[src/rtl/alu8_pkg.sv]
package alu8_pkg;

    parameter int unsigned DATA_W = 8;
    localparam int unsigned OP_W  = 4;
    localparam int unsigned NIB_W = DATA_W / 2;

    typedef enum logic [OP_W-1:0] {
        OP_ADD = 4'd0,
        OP_ADC = 4'd1,
        OP_SUB = 4'd2,
        OP_SBC = 4'd3,
        OP_CMP = 4'd4,
        OP_NEG = 4'd5,
        OP_AND = 4'd6,
        OP_OR  = 4'd7,
        OP_XOR = 4'd8,
        OP_INC = 4'd9,
        OP_DEC = 4'd10
    } alu_op_e;

    localparam logic [OP_W-1:0] OP_LAST = 4'd10;

    // packed order gives the flag byte bit positions directly
    typedef struct packed {
        logic s;
        logic z;
        logic x5;
        logic h;
        logic x3;
        logic pv;
        logic n;
        logic c;
    } flags_t;

    typedef enum logic [1:0] {
        LG_AND = 2'd0,
        LG_OR  = 2'd1,
        LG_XOR = 2'd2
    } logic_sel_e;

    function automatic logic even_parity(input logic [DATA_W-1:0] v);
        return ~(^v);
    endfunction

    function automatic logic op_is_valid(input logic [OP_W-1:0] op);
        return op <= OP_LAST;
    endfunction

    function automatic logic op_is_sub(input logic [OP_W-1:0] op);
        return (op == OP_SUB) || (op == OP_SBC) || (op == OP_CMP) || (op == OP_NEG);
    endfunction

    function automatic logic op_is_arith(input logic [OP_W-1:0] op);
        return (op == OP_ADD) || (op == OP_ADC) || op_is_sub(op);
    endfunction

    function automatic logic op_is_logic(input logic [OP_W-1:0] op);
        return (op == OP_AND) || (op == OP_OR) || (op == OP_XOR);
    endfunction

    // sign, zero and the two copied bits for a given result and copy source
    function automatic flags_t base_flags(input logic [DATA_W-1:0] res,
                                          input logic [DATA_W-1:0] copy_src);
        flags_t f;
        f    = '0;
        f.s  = res[DATA_W-1];
        f.z  = (res == '0);
        f.x5 = copy_src[5];
        f.x3 = copy_src[3];
        return f;
    endfunction

endpackage

[src/rtl/alu8_arith.sv]
module alu8_arith
    import alu8_pkg::*;
#(
    parameter int unsigned W  = DATA_W,
    parameter int unsigned HB = W / 2
) (
    input  logic [W-1:0] x,
    input  logic [W-1:0] y,
    input  logic         cin,
    input  logic         sub,
    output logic [W-1:0] sum,
    output logic         cout,
    output logic         half,
    output logic         ovf
);
    localparam int unsigned HI_W = W - HB;

    logic [W-1:0]    y_eff;
    logic            c_eff;
    logic [HB:0]     lo_sum;
    logic [HI_W:0]   hi_sum;

    // subtraction is x + ~y + ~borrow; carries are inverted back to borrows
    always_comb begin
        y_eff  = sub ? ~y : y;
        c_eff  = cin ^ sub;
        lo_sum = {1'b0, x[HB-1:0]} + {1'b0, y_eff[HB-1:0]} + {{HB{1'b0}}, c_eff};
        hi_sum = {1'b0, x[W-1:HB]} + {1'b0, y_eff[W-1:HB]} + {{HI_W{1'b0}}, lo_sum[HB]};
        sum    = {hi_sum[HI_W-1:0], lo_sum[HB-1:0]};
        cout   = hi_sum[HI_W] ^ sub;
        half   = lo_sum[HB] ^ sub;
        ovf    = (x[W-1] == y_eff[W-1]) && (sum[W-1] != x[W-1]);
    end

endmodule

[src/rtl/alu8_logic.sv]
module alu8_logic
    import alu8_pkg::*;
#(
    parameter int unsigned W = DATA_W
) (
    input  logic [W-1:0] a,
    input  logic [W-1:0] b,
    input  logic_sel_e   sel,
    output logic [W-1:0] res,
    output logic         half
);
    always_comb begin
        unique case (sel)
            LG_AND:  res = a & b;
            LG_OR:   res = a | b;
            default: res = a ^ b;
        endcase
        half = (sel == LG_AND);
    end

endmodule

[src/rtl/alu8_step.sv]
module alu8_step
    import alu8_pkg::*;
#(
    parameter int unsigned W  = DATA_W,
    parameter int unsigned HB = W / 2
) (
    input  logic [W-1:0] a,
    input  logic         down,
    output logic [W-1:0] res,
    output logic         half,
    output logic         ovf
);
    localparam logic [W-1:0] MSB_ONLY = {1'b1, {(W-1){1'b0}}};
    localparam logic [W-1:0] MAX_POS  = {1'b0, {(W-1){1'b1}}};

    always_comb begin
        if (down) begin
            res  = a - 1'b1;
            half = (a[HB-1:0] == '0);
            ovf  = (res == MAX_POS);
        end else begin
            res  = a + 1'b1;
            half = (res[HB-1:0] == '0);
            ovf  = (res == MSB_ONLY);
        end
    end

endmodule

[src/rtl/alu8_core.sv]
module alu8_core
    import alu8_pkg::*;
(
    input  logic [3:0] op_code,
    input  logic [7:0] opnd_a,
    input  logic [7:0] opnd_b,
    input  logic [7:0] flags_in,
    output logic [7:0] result,
    output logic [7:0] flags_out,
    output logic       result_we
);
    logic [DATA_W-1:0] ar_x, ar_y, ar_sum;
    logic              ar_cin, ar_sub, ar_cout, ar_half, ar_ovf;
    logic [DATA_W-1:0] lg_res;
    logic              lg_half;
    logic_sel_e        lg_sel;
    logic [DATA_W-1:0] st_res;
    logic              st_half, st_ovf, st_down;
    flags_t            fin, fnew;

    assign fin = flags_t'(flags_in);

    // operand steering for the add/subtract engine
    always_comb begin
        ar_sub = op_is_sub(op_code);
        ar_x   = (op_code == OP_NEG) ? '0 : opnd_a;
        ar_y   = (op_code == OP_NEG) ? opnd_a : opnd_b;
        ar_cin = ((op_code == OP_ADC) || (op_code == OP_SBC)) ? fin.c : 1'b0;
    end

    always_comb begin
        unique case (op_code)
            OP_AND:  lg_sel = LG_AND;
            OP_OR:   lg_sel = LG_OR;
            default: lg_sel = LG_XOR;
        endcase
    end

    assign st_down = (op_code == OP_DEC);

    alu8_arith #(.W(DATA_W)) u_arith (
        .x    (ar_x),
        .y    (ar_y),
        .cin  (ar_cin),
        .sub  (ar_sub),
        .sum  (ar_sum),
        .cout (ar_cout),
        .half (ar_half),
        .ovf  (ar_ovf)
    );

    alu8_logic #(.W(DATA_W)) u_logic (
        .a    (opnd_a),
        .b    (opnd_b),
        .sel  (lg_sel),
        .res  (lg_res),
        .half (lg_half)
    );

    alu8_step #(.W(DATA_W)) u_step (
        .a    (opnd_a),
        .down (st_down),
        .res  (st_res),
        .half (st_half),
        .ovf  (st_ovf)
    );

    // result and flag assembly per operation family
    always_comb begin
        result    = opnd_a;
        fnew      = fin;
        result_we = 1'b0;
        if (op_is_arith(op_code)) begin
            fnew    = base_flags(ar_sum, (op_code == OP_CMP) ? opnd_b : ar_sum);
            fnew.h  = ar_half;
            fnew.pv = ar_ovf;
            fnew.n  = ar_sub;
            fnew.c  = ar_cout;
            if (op_code == OP_CMP) begin
                fnew.z = ~ar_cout && (ar_sum == '0);
            end else begin
                result    = ar_sum;
                result_we = 1'b1;
            end
        end else if (op_is_logic(op_code)) begin
            fnew      = base_flags(lg_res, lg_res);
            fnew.h    = lg_half;
            fnew.pv   = even_parity(lg_res);
            fnew.n    = 1'b0;
            fnew.c    = 1'b0;
            result    = lg_res;
            result_we = 1'b1;
        end else if ((op_code == OP_INC) || (op_code == OP_DEC)) begin
            fnew      = base_flags(st_res, st_res);
            fnew.h    = st_half;
            fnew.pv   = st_ovf;
            fnew.n    = st_down;
            fnew.c    = fin.c;
            result    = st_res;
            result_we = 1'b1;
        end
    end

    assign flags_out = fnew;

endmodule

[config.mk]
export PLATFORM = sky130hd
export DESIGN_NAME = alu8_core
export DESIGN_NICKNAME = d
export VERILOG_FILES = /design/src/rtl/alu8_pkg.sv /design/src/rtl/alu8_arith.sv /design/src/rtl/alu8_logic.sv /design/src/rtl/alu8_step.sv /design/src/rtl/alu8_core.sv
export SDC_FILE = /design/constraint.sdc
export NUM_CORES = 1
export LEC_CHECK = 0
export BUFFER_PORTS_ARGS = -buffer_cell sky130_fd_sc_hd__buf_2
export CAP_MARGIN = 10
export CORE_UTILIZATION = 52
export DETAILED_ROUTE_END_ITERATION = 16
export GPL_ROUTABILITY_DRIVEN = 0
export GPL_TIMING_DRIVEN = 0
export PLACE_DENSITY = 0.8
export SLEW_MARGIN = 20
export SYNTH_ARGS = -nofsm -noshare
export SYNTH_HDL_FRONTEND = slang
export SYNTH_SLANG_ARGS = --single-unit
[constraint.sdc]
create_clock -name vclk -period 3.5
set_clock_uncertainty 0.1 [all_clocks]
set_input_delay 0.175 -clock vclk [all_inputs]
set_output_delay 0.175 -clock vclk [all_outputs]
set_load 0.1 [all_outputs]
* Word-level counts from Yosys, hierarchy flattened
Cells that the tools add are included.
Word-level totals: register bits after elaboration 0, output and inout bits 17, input port bits 28, bits in read-only memories 0, latch bits 0, word-level logic and storage cells 71, memories kept 0, RAM bits 0
Operators by class: multiplexer cells 22, div/mod/pow operators 0, equal/unequal tests 15, bitwise gates (word level) 9, magnitude comparators 0, reduce and logical (&&, ||, !) cells 19, shifts and indexed selects 0, multiply operators 0, $add $sub $neg 6
Operators with widths (count):
- 2-to-1 mux 8 bit | 11
- logical NOT 8 bit | 3
- == test 4 x 3 -> 1 bit, second input constant | 4
- case mux 8 bit (2 select lines) | 1
- == test 4 bit, second input constant | 3
- logical NOT 4 bit | 3
- adder 4 x 4 -> 5 bit | 2
- adder 5 x 1 -> 5 bit | 2
- logical OR 1 bit | 9
- adder 8 x 1 -> 8 bit, second input constant | 1
- bitwise AND 8 bit | 1
- == test 4 x 2 -> 1 bit, second input constant | 2
- == test 8 x 7 -> 1 bit, second input constant | 1
- == test 8 bit, second input constant | 1
- 2-to-1 mux 1 bit | 8
- inverter 8 bit | 1
- OR 8 bit | 1
- parity 8 bit | 1
- subtractor 8 x 1 -> 8 bit, second input constant | 1
- XOR 8 bit | 1
- 2-to-1 mux 6 bit | 1
- == test 4 x 1 -> 1 bit, second input constant | 1
- case mux 2 bit (2 select lines) | 1
- XOR 1 bit | 3
- other kinds (6) | 8

* Depth between registers and ports, before layout
Gate-level depths: netlist of run 1.
depth after elaboration 13, gate-level depth with buffers 20, gate-level depth less buffers 19

* Hierarchy
Synthesis of run 1 repeated with hierarchy kept, for this count alone.
Second synthesis, totals: cells, all modules 299, area, all modules 2268.4 sq um
Modules (own cells, without submodules):
- alu8_core | times used 1, sequential area each 0.0 sq um, cells each 117, area each 874.6 sq um
- alu8_logic | times used 1, sequential area each 0.0 sq um, cells each 68, area each 504.2 sq um
- alu8_step | times used 1, sequential area each 0.0 sq um, cells each 67, area each 480.5 sq um
- alu8_arith | times used 1, sequential area each 0.0 sq um, cells each 47, area each 409.1 sq um

* Worst setup path before layout of run 1
OpenSTA, ideal clock, no wires.
kind input to output, start point in op_code[3], end point out flags_out[5], data required time 3225 ps, arrival time 4599 ps, stages on the path 17, path buffers 2, path slack -1374 ps, cell sequence buf_4 nand2b_1 nor2_2 buf_2 nor2_1 fa_1 inv_1 fa_1 nor2b_1 o21ai_0 nand2b_1 fa_1 inv_1 fa_1 nor2_1 a21oi_1 o211ai_1
Between the ends: longest elaborated chain between the ends 10, elaborated cells on any way between the ends 39, classes of those cells add/sub (4); eq/ne (11); mux (11); bitwise (2); reduce/logical (11)
RTL lines:
- from (decl) | line alu8_core.sv:4 | input logic [3:0] op_code,
- == test 4 x 2 -> 1 bit, on equally long branches | line alu8_pkg.sv:50, alu8_core.sv:28
- logical OR 1 bit (3 in a row) | line alu8_pkg.sv:50 | return (op == OP_SUB) || (op == OP_SBC) || (op == OP_CMP) || (op == OP_NEG);
- 2-to-1 mux 8 bit | line alu8_arith.sv:25 | y_eff = sub ? ~y : y;
- adder 4 x 4 -> 5 bit | line alu8_arith.sv:27 | lo_sum = {1'b0, x[HB-1:0]} + {1'b0, y_eff[HB-1:0]} + {{HB{1'b0}}, c_eff};
- adder 5 x 1 -> 5 bit | line alu8_arith.sv:27
- adder 5 x 1 -> 5 bit | line alu8_arith.sv:28 | hi_sum = {1'b0, x[W-1:HB]} + {1'b0, y_eff[W-1:HB]} + {{HI_W{1'b0}}, lo_sum[HB]};
- 2-to-1 mux 6 bit | line alu8_core.sv:74 | fnew = base_flags(ar_sum, (op_code == OP_CMP) ? opnd_b : ar_sum);
- 2-to-1 mux 8 bit * | line alu8_core.sv:73 | if (op_is_arith(op_code)) begin
- to (decl) | line alu8_core.sv:9 | output logic [7:0] flags_out,
Mark *: on every way between the ends. The rest lies on a longest branch, timed or not.

* Worst setup path after layout of run 1
start point in op_code[0], end point out flags_out[6]
Between the ends: longest elaborated chain between the ends 13, elaborated cells on any way between the ends 45, classes of those cells add/sub (4); eq/ne (11); mux (11); bitwise (4); reduce/logical (15)
RTL lines (line):
- parallel branches: the longest is 12 deep, another holds adder 4 x 4 -> 5 bit
- 2-to-1 mux 8 bit * | alu8_core.sv:73
Mark *: on every way between the ends.

==> flow_summary.ini, run 1 <==
[floorplanning]
fp.dieW_um = 64.4
die_y_um = 64.4
die_area_um2 = 4150
row_count = 22
pin_count = 45
core_area_um2 = 3690
initial_utilization = 0.549

[critical_path]
end_kind = output port
cp.arrival_ns = 4.23
critPathKind = in -> out
cp_max_fo = 10
startpoint_type = primary input
required_ns = 3.22
path_cells = buf_8, buf_8, buf_4, a21oi_4, xor2_1, nor2_1, fa_2, inv_2, fa_2, nor2b_1, o21ai_1, nand2b_1, fa_2, buf_4, buf_6, buf_6, buf_6, a21o_1, a21oi_4, xnor2_4, a2111oi_4, a211oi_2, o41ai_4, buf_6
crit_top_cell = buf_6
cpMaxStageDelayCell = fa_2
worst_path_largest_cell_delay_ns = 0.44

[synth]
yosysUniqueCellTypes = 53
ys.warnings.count = 0
yosysTopAreaCellShare = 0.179
yosysTopAreaCell = ha_1
syn_area_per_cell_um2 = 6.91
synth_cells = 293
syn_nets = 354
synth.cell_area_um2 = 2030
ys_seq_area_frac = 0
synth_area_leaders = ha_1, xnor2_1, mux2i_1

[placement]
placed_area_um2 = 2470
portBuffers = 43
pre_cts_ws_ns = -1.58
dp_hpwl_mm = 5.32

[outcome]
run_status = finished with violations
failed_checks = negative setup slack

[grt]
gr-total-overflow = 0
grt_max_degree = 11
grt_pass1_vias = 2468
grt_pass1_wl_mm = 12.1
antenna_found_initial = 0
grt_usage = 0.370

[cells_and_area]
antenna_cells = 0
drive_above_1_share = 0.329
syn2layout_area_growth_pct = 45.9
clock_buffers = 0
nFillCells = 216
regArea_um2 = 0
numSequentialCells = 0
design_area_um2 = 2960
nets = 422

[run]
max-cap-violations = 0

[timing]
tightestPinTransition_ns = 0.949
finalHoldViolCount = 0
finalCritPeriodShare = 1.29
rsz0062_at_grt = yes
fin_ws_ns = -1.01
period_minus_slack_ns = 4.51
final-setup-viol-count = 10
max_freq_ghz = 0.222
slew_viol_final = 0
max-slew-margin-rel = 0.364

[pwr]
power.density_nw_per_um2 = 330
p_total_uw = 976
peakVddDrop_v = 0.000345
p_leak_uw = 0.00133

[drt]
vias_per_cell = 6.64
totalWireLength_mm = 8.64
drt-pass1-iter-count = 7
vias = 2702
drtIter0Drc = 282
wl_per_cell_um = 21.2
ant_nets = 0
drt_drc_violations_left = 0

[hold_path]
hold_path_class = in -> out
==> final cells by class <==
cell class | instances | area [um^2] | share of cell area
plain buffers | 16 | 109 | 0.0368
multi-input cells | 248 | 2130 | 0.722
inverters | 27 | 101 | 0.0343
well taps | 48 | 60.1 | 0.0203
repair buffers | 68 | 551 | 0.186
==> stage by stage <==
| stage | instances | util | hold slack (ns) | setup TNS, ns |
|---|---|---|---|---|
| after floorplan | 293 | - | 0.538 | -3.26 |
| after global placement | 384 | 0.670 | 0.772 | -6.61 |
| after detailed placement | 384 | 0.670 | 0.782 | -7.41 |
| after CTS | 403 | 0.770 | 0.675 | -2.37 |
| after global routing | 407 | 0.801 | 0.684 | -6.52 |
| final | 407 | 0.801 | 0.682 | -6.02 |
==> Yosys cell counts, drive strengths merged, types with 2 or more instances <==
| library cell | count |
|---|---|
| a2111oi | 2 |
| a211oi | 8 |
| a21o | 3 |
| a21oi | 22 |
| a221o | 4 |
| a31oi | 2 |
| and2 | 2 |
| and3 | 2 |
| buf | 11 |
| clkbuf | 7 |
| fa | 4 |
| ha | 29 |
| inv | 27 |
| mux2i | 15 |
| nand2 | 20 |
| nand2b | 7 |
| nand3 | 9 |
| nand3b | 2 |
| nand4 | 5 |
| nor2 | 36 |
| nor2b | 2 |
| nor3 | 6 |
| nor3b | 2 |
| o21ai | 11 |
| o221ai | 3 |
| o22ai | 4 |
| o31ai | 3 |
| or3 | 2 |
| xnor2 | 24 |
| xor2 | 3 |
==> layer usage <==
metal / global-route usage / up-vias / part of all wire
met5: 0 / - / 0
met4: 0.147 / 0 / 0.066
met3: 0.0405 / 71 / 0.099
met2: 0.661 / 226 / 0.47
met1: 0.449 / 1224 / 0.37
li1: - / 1181 / -
==> power by group <==
group          internal [uW]  switching [uW]  total [uW]
Combinational            352             624         976
Clock                      0               0           0
Sequential                 0               0           0
==> timing repair <==
action / 4_1_cts / 5_1_grt
buffers inserted: 21 / 5
hold buffers: 0 / 0
pin swaps: 19 / 15
setup endpoints to repair: 9 / 9
resized for setup: 57 / 16
==> placed cells by master, fill, tap and decap left out, drive strengths merged, types with 2 or more instances in the layout <==
cell type and count:
buf 77, nor2 36, ha 29, inv 27, xnor2 24, a21oi 22
nand2 20, mux2i 15, o21ai 11, nand3 9, a211oi 8, clkbuf 7
nand2b 7, nor3 6, nand4 5, o22ai 4, fa 4, a221o 4
o31ai 3, a21o 3, xor2 3, o221ai 3, nand3b 2, and3 2
or3 2, nor3b 2, nor2b 2, and2 2, a31oi 2, a2111oi 2
==> critical path: cells and delay by family <==
kind	cells	cell delay (ns)
compound gates	7	1.19
fa+ha+maj	3	1.02
xor+xnor	2	0.38
simple gates	3	0.32
buf+inv	9	1.13
==> worst paths after layout <==
kind	to	cells past startpoint	slack (ns)	startpoint
setup / recovery	flags_out[6]	24	-1.01	op_code[0]
hold / removal	flags_out[7]	3	0.68	flags_in[7]
==> cells by family after synthesis <==
logic type | Yosys count | synth area share
mux | 16 | 0.0797
fa+ha+maj | 33 | 0.219
compound gates | 72 | 0.238
buf+inv | 45 | 0.0939
simple gates | 100 | 0.253
xor+xnor | 27 | 0.117
No activity file was read; power rests on OpenSTA's default activity.
==> run 2: changes to the inputs <==
REMOVE_ABC_BUFFERS = 1   (was default)
SLEW_MARGIN = 10   (was 20)
==> flow_summary.ini, run 2 (synthesis gave the netlist of run 1 again) <==
[floorplanning]
die_y_um = 64.4
core_area_um2 = 3690
row_count = 22
die_area_um2 = 4150
initial_utilization = 0.549
fp.dieW_um = 64.4
pin_count = 45

[placement]
dp_hpwl_mm = 4.57
portBuffers = 45

[timing]
period_minus_slack_ns = 4.18
rsz0062_at_grt = yes
max-slew-margin-rel = 0.296
finalHoldViolCount = 0
finalCritPeriodShare = 1.20
tightestPinTransition_ns = 1.05
final-setup-viol-count = 8
max_freq_ghz = 0.239
slew_viol_final = 0
finalSetupTns_ns = -3.43
fin_ws_ns = -0.684

[critical_path]
path_cells = buf_12, nand2b_4, nor2_4, mux2i_2, xnor2_2, fa_2, inv_2, fa_2, nor2b_1, o21ai_1, nand2b_1, fa_2, inv_2, fa_2, nand2_1, nor3_2, nand4_1, a2111oi_4, a211oi_2, o41ai_2, buf_6
worst_path_largest_cell_delay_ns = 0.54
end_kind = output port
cpMaxStageDelayCell = fa_2
crit_family = adder cells
crit_top_cell = fa_2
path_buf_inv = 4
required_ns = 3.22
startpoint_type = primary input
cp_max_fo = 5
critPathKind = in -> out
cp.arrival_ns = 3.91

[pwr]
swShare = 0.647
netSwitchingPower_uw = 572
internal_power_uw = 311
combPwrFrac = 1.000
power.density_nw_per_um2 = 327
clkPwrFrac = 0
peakVddDrop_v = 0.000130
p_leak_uw = 0.00122
seq_power_share = 0

[hold_path]
hold_path_class = in -> out
holdCritStartpoint = flags_in[0]
hold_depth = 4
hold_end = flags_out[0]

[drt]
vias_per_cell = 6.25
drtIter0Drc = 243
drt_drc_violations_left = 0
ant_nets = 0
wl_per_cell_um = 17.8
totalWireLength_mm = 6.91
drt-pass1-iter-count = 7
vias = 2419

[grt]
grt_pass1_vias = 2295
grt_usage = 0.319
grt_max_degree = 25
gr-total-overflow = 0
antenna_found_initial = 0
grt_pass1_wl_mm = 10.6

[cells_and_area]
nets = 402
drive_above_1_share = 0.292
numSequentialCells = 0
regArea_um2 = 0
finalCoreUtilization = 0.731
final_cell_mix = nor2_1, buf_2, ha_1
antenna_cells = 0
clock_buffers = 0
syn2layout_area_growth_pct = 33.2

[outcome]
failed_checks = negative setup slack
run_status = finished with violations

[run]
max-cap-violations = 0

[cts]
cts_hold_buffers = 0
-- run 2: cell count changes in the layout (fill, tap and decap cells not counted), sizes merged --
cell    previous run  this run
buf               77        64
clkbuf             7         0
-- run 2: metal layers --
metal,up-vias,share of wire,global-route usage,wire length (um)
met5,-,0,0,0
li1,1132,-,-,-
met3,31,0.073,0.0158,505
met4,0,0.040,0.100,275
met1,1109,0.40,0.413,2730
met2,147,0.49,0.564,3390
-- run 2: timing repair --
action	4_1_cts	5_1_grt
pin swaps	16	17
setup endpoints to repair	15	9
gates resized for setup	58	25
hold endpoints to repair	0	0
setup buffers	15	5
-- run 2: metrics by stage --
stage	std cells	setup WS, ns	hold WS [ns]	instance area (um^2)	power, uW
3_5_place_dp	368	-2.05	0.754	2220	686
5_1_grt	387	-0.807	0.703	2700	928
2_1_floorplan	275	-1.46	0.749	1940	547
3_3_place_gp	368	-2.02	0.765	2220	678
6_report	387	-0.684	0.682	2700	883
4_1_cts	383	-0.666	0.671	2540	796
-- run 2: worst max path at each step --
stage	slack (ns)	cells past startpoint	endpoint	start
finish	-0.68	21	flags_out[6]	op_code[3]
global route	-0.81	21	flags_out[6]	op_code[3]
CTS	-0.67	21	flags_out[6]	op_code[1]
detailed placement	-2.05	21	flags_out[6]	op_code[0]
global placement	-2.02	21	flags_out[6]	op_code[0]
floorplan	-1.46	16	flags_out[5]	op_code[3]
-- run 2: cell type report --
class	instances	area, um^2
well taps	48	60.1
inverters	27	101
fillers	289	991
repair buffers	64	523
multi-input cells	248	2010
-- run 2: tightest hold or removal path, cell delays in order --
cell and delay [ns]:
buf_2 0.12, nand3_1 0.07, nand2_2 0.07, buf_12 0.17
-- run 2: power by group through the flow --
| stage | Sequential, uW | Combinational, uW | Clock, uW |
|---|---|---|---|
| 3_3_place_gp | 0 | 678 | 0 |
| 3_5_place_dp | 0 | 686 | 0 |
| 5_1_grt | 0 | 928 | 0 |
| 4_1_cts | 0 | 796 | 0 |
| 2_1_floorplan | 0 | 547 | 0 |
| 6_report | 0 | 883 | 0 |
==> run 3: changes to the inputs <==
PLACE_DENSITY = 0.79   (was 0.8)
SYNTH_HIERARCHICAL = 1   (was default)
==> flow_summary.ini, run 3 <==
[outcome]
run_status = finished with violations
failed_checks = negative setup slack

[cells_and_area]
layoutNonFillerInstCount = 386
regArea_um2 = 0
drive_above_1_share = 0.289
antenna_cells = 0
clock_buffers = 0
syn2layout_area_growth_pct = 21.8
numSequentialCells = 0
nets = 400
mostFrequentLayoutCell = inv_1
final_cell_mix = inv_1, buf_2, ha_1

[timing]
finalSetupTns_ns = -3.67
final-setup-viol-count = 9
holdWs_ns = 0.680
period_minus_slack_ns = 4.17
fin_ws_ns = -0.669
max_freq_ghz = 0.240
finalHoldViolCount = 0
tightestPinTransition_ns = 1.03
slew_viol_final = 0
max-slew-margin-rel = 0.307
finalCritPeriodShare = 1.19
rsz0062_at_grt = yes

[pwr]
p_leak_uw = 0.00132
combPwrFrac = 1.000
seq_power_share = 0
swShare = 0.656
peakVddDrop_v = 0.000238
internal_power_uw = 299
netSwitchingPower_uw = 569
clkPwrFrac = 0
power.density_nw_per_um2 = 314

[floorplanning]
row_count = 23
die_y_um = 68.1
core_area_um2 = 4090
fp.dieW_um = 68.1
pin_count = 45
die_area_um2 = 4630
initial_utilization = 0.555

[synth]
ys.warnings.count = 6
ys_top_cells_by_count = inv_1, ha_1, nand2_1, xor2_1, nor2b_1
ys_seq_area_frac = 0
yosysTopAreaCell = ha_1
yosys.cell_count.top_type = inv_1
synth.cell_area_um2 = 2270
synth_area_leaders = ha_1, xor2_1, inv_1
synth_cells = 299
yosysTopAreaCellShare = 0.165
yosysUniqueCellTypes = 58
syn_area_per_cell_um2 = 7.59

[grt]
grt_max_degree = 19
grt_pass1_vias = 2078
grt_usage = 0.282
grt_pass1_wl_mm = 10.0
gr-total-overflow = 0
antenna_found_initial = 0

[critical_path]
startpoint_type = primary input
end_kind = output port
cp.arrival_ns = 3.89
required_ns = 3.22
critPathKind = in -> out
cp_max_fo = 2

[placement]
portBuffers = 45
dp_hpwl_mm = 4.35
placedCellCount = 375

[drt]
ant_nets = 0
wl_per_cell_um = 16.6
vias_per_cell = 5.88
totalWireLength_mm = 6.42
drtIter0Drc = 156
vias = 2270
drt-pass1-iter-count = 5
drt_drc_violations_left = 0

[run]
max-cap-violations = 0

[hold_path]
hold_end = flags_out[0]
hold_path_class = in -> out
holdCritStartpoint = flags_in[0]
hold_depth = 4

[cts]
cts_hold_buffers = 0
[run 3: stage by stage]
stage	total power [uW]	instance area (um^2)	worst slack (ns)	util
floorplan	576	2130	-1.69	-
global placement	705	2420	-1.70	0.592
detailed placement	715	2430	-1.75	0.596
CTS	834	2720	-0.673	0.666
global route	917	2760	-0.779	0.676
finish	868	2760	-0.669	0.676
[run 3: layout make-up]
type | count | area (um^2)
Tap cell | 50 | 62.6
Inverter | 37 | 139
Timing Repair Buffer | 57 | 447
Fill cell | 356 | 1320
Multi-Input combinational cell | 242 | 2110
[run 3: logic make-up (layout without fill, tap and decap cells)]
logic type                 count (synthesis)  in the layout  share of synthesized area
adders and majority gates                 34             34                      0.201
xor gates and xnor gates                  31             31                      0.120
and+or+nand+nor                           95             95                      0.232
AOI/OAI and AO/OA                         60             60                      0.224
muxes                                     22             22                      0.103
buffers and inverters                     57             94                      0.121
[run 3: power groups by stage]
stage               Combinational, uW  Sequential [uW]  Clock (uW)
floorplan                         576                0           0
global placement                  705                0           0
detailed placement                715                0           0
CTS                               834                0           0
global route                      917                0           0
finish                            868                0           0
[run 3: worst max path at each step]
stage,start,end,cells after the start,slack [ns]
after detailed placement,op_code[2],flags_out[6],17,-1.75
after global routing,op_code[2],flags_out[5],17,-0.78
after CTS,op_code[3],flags_out[5],16,-0.67
after global placement,op_code[2],flags_out[6],17,-1.70
final,op_code[2],flags_out[5],16,-0.67
after floorplan,op_code[2],result[6],15,-1.69
[run 3: per-layer routing]
| metal | share of wire | vias up | GRT usage |
|---|---|---|---|
| met2 | 0.49 | 82 | 0.515 |
| li1 | - | 1120 | - |
| met4 | 0.0064 | 0 | 0.0234 |
| met3 | 0.061 | 6 | 0.0183 |
| met5 | 0 | - | 0 |
| met1 | 0.45 | 1062 | 0.371 |
[run 3: worst max-delay path: stages]
cell and delay [ns]:
buf_12 0.07, nor2b_4 0.14, nand2_2 0.07, nor2_4 0.15, mux2_4 0.33, xnor2_2 0.14, fa_2 0.39, fa_2 0.37
nand2b_4 0.16, o2bb2ai_4 0.14, fa_2 0.35, inv_2 0.07, fa_1 0.45, a221o_1 0.37, a221o_1 0.31, buf_12 0.18
[run 3: timing repair]
action | in CTS | in global routing
hold endpoints to repair | 0 | 0
buffers inserted | 9 | 2
gates resized for setup | 54 | 7
pin swaps | 14 | 8
setup endpoints to repair | 14 | 12
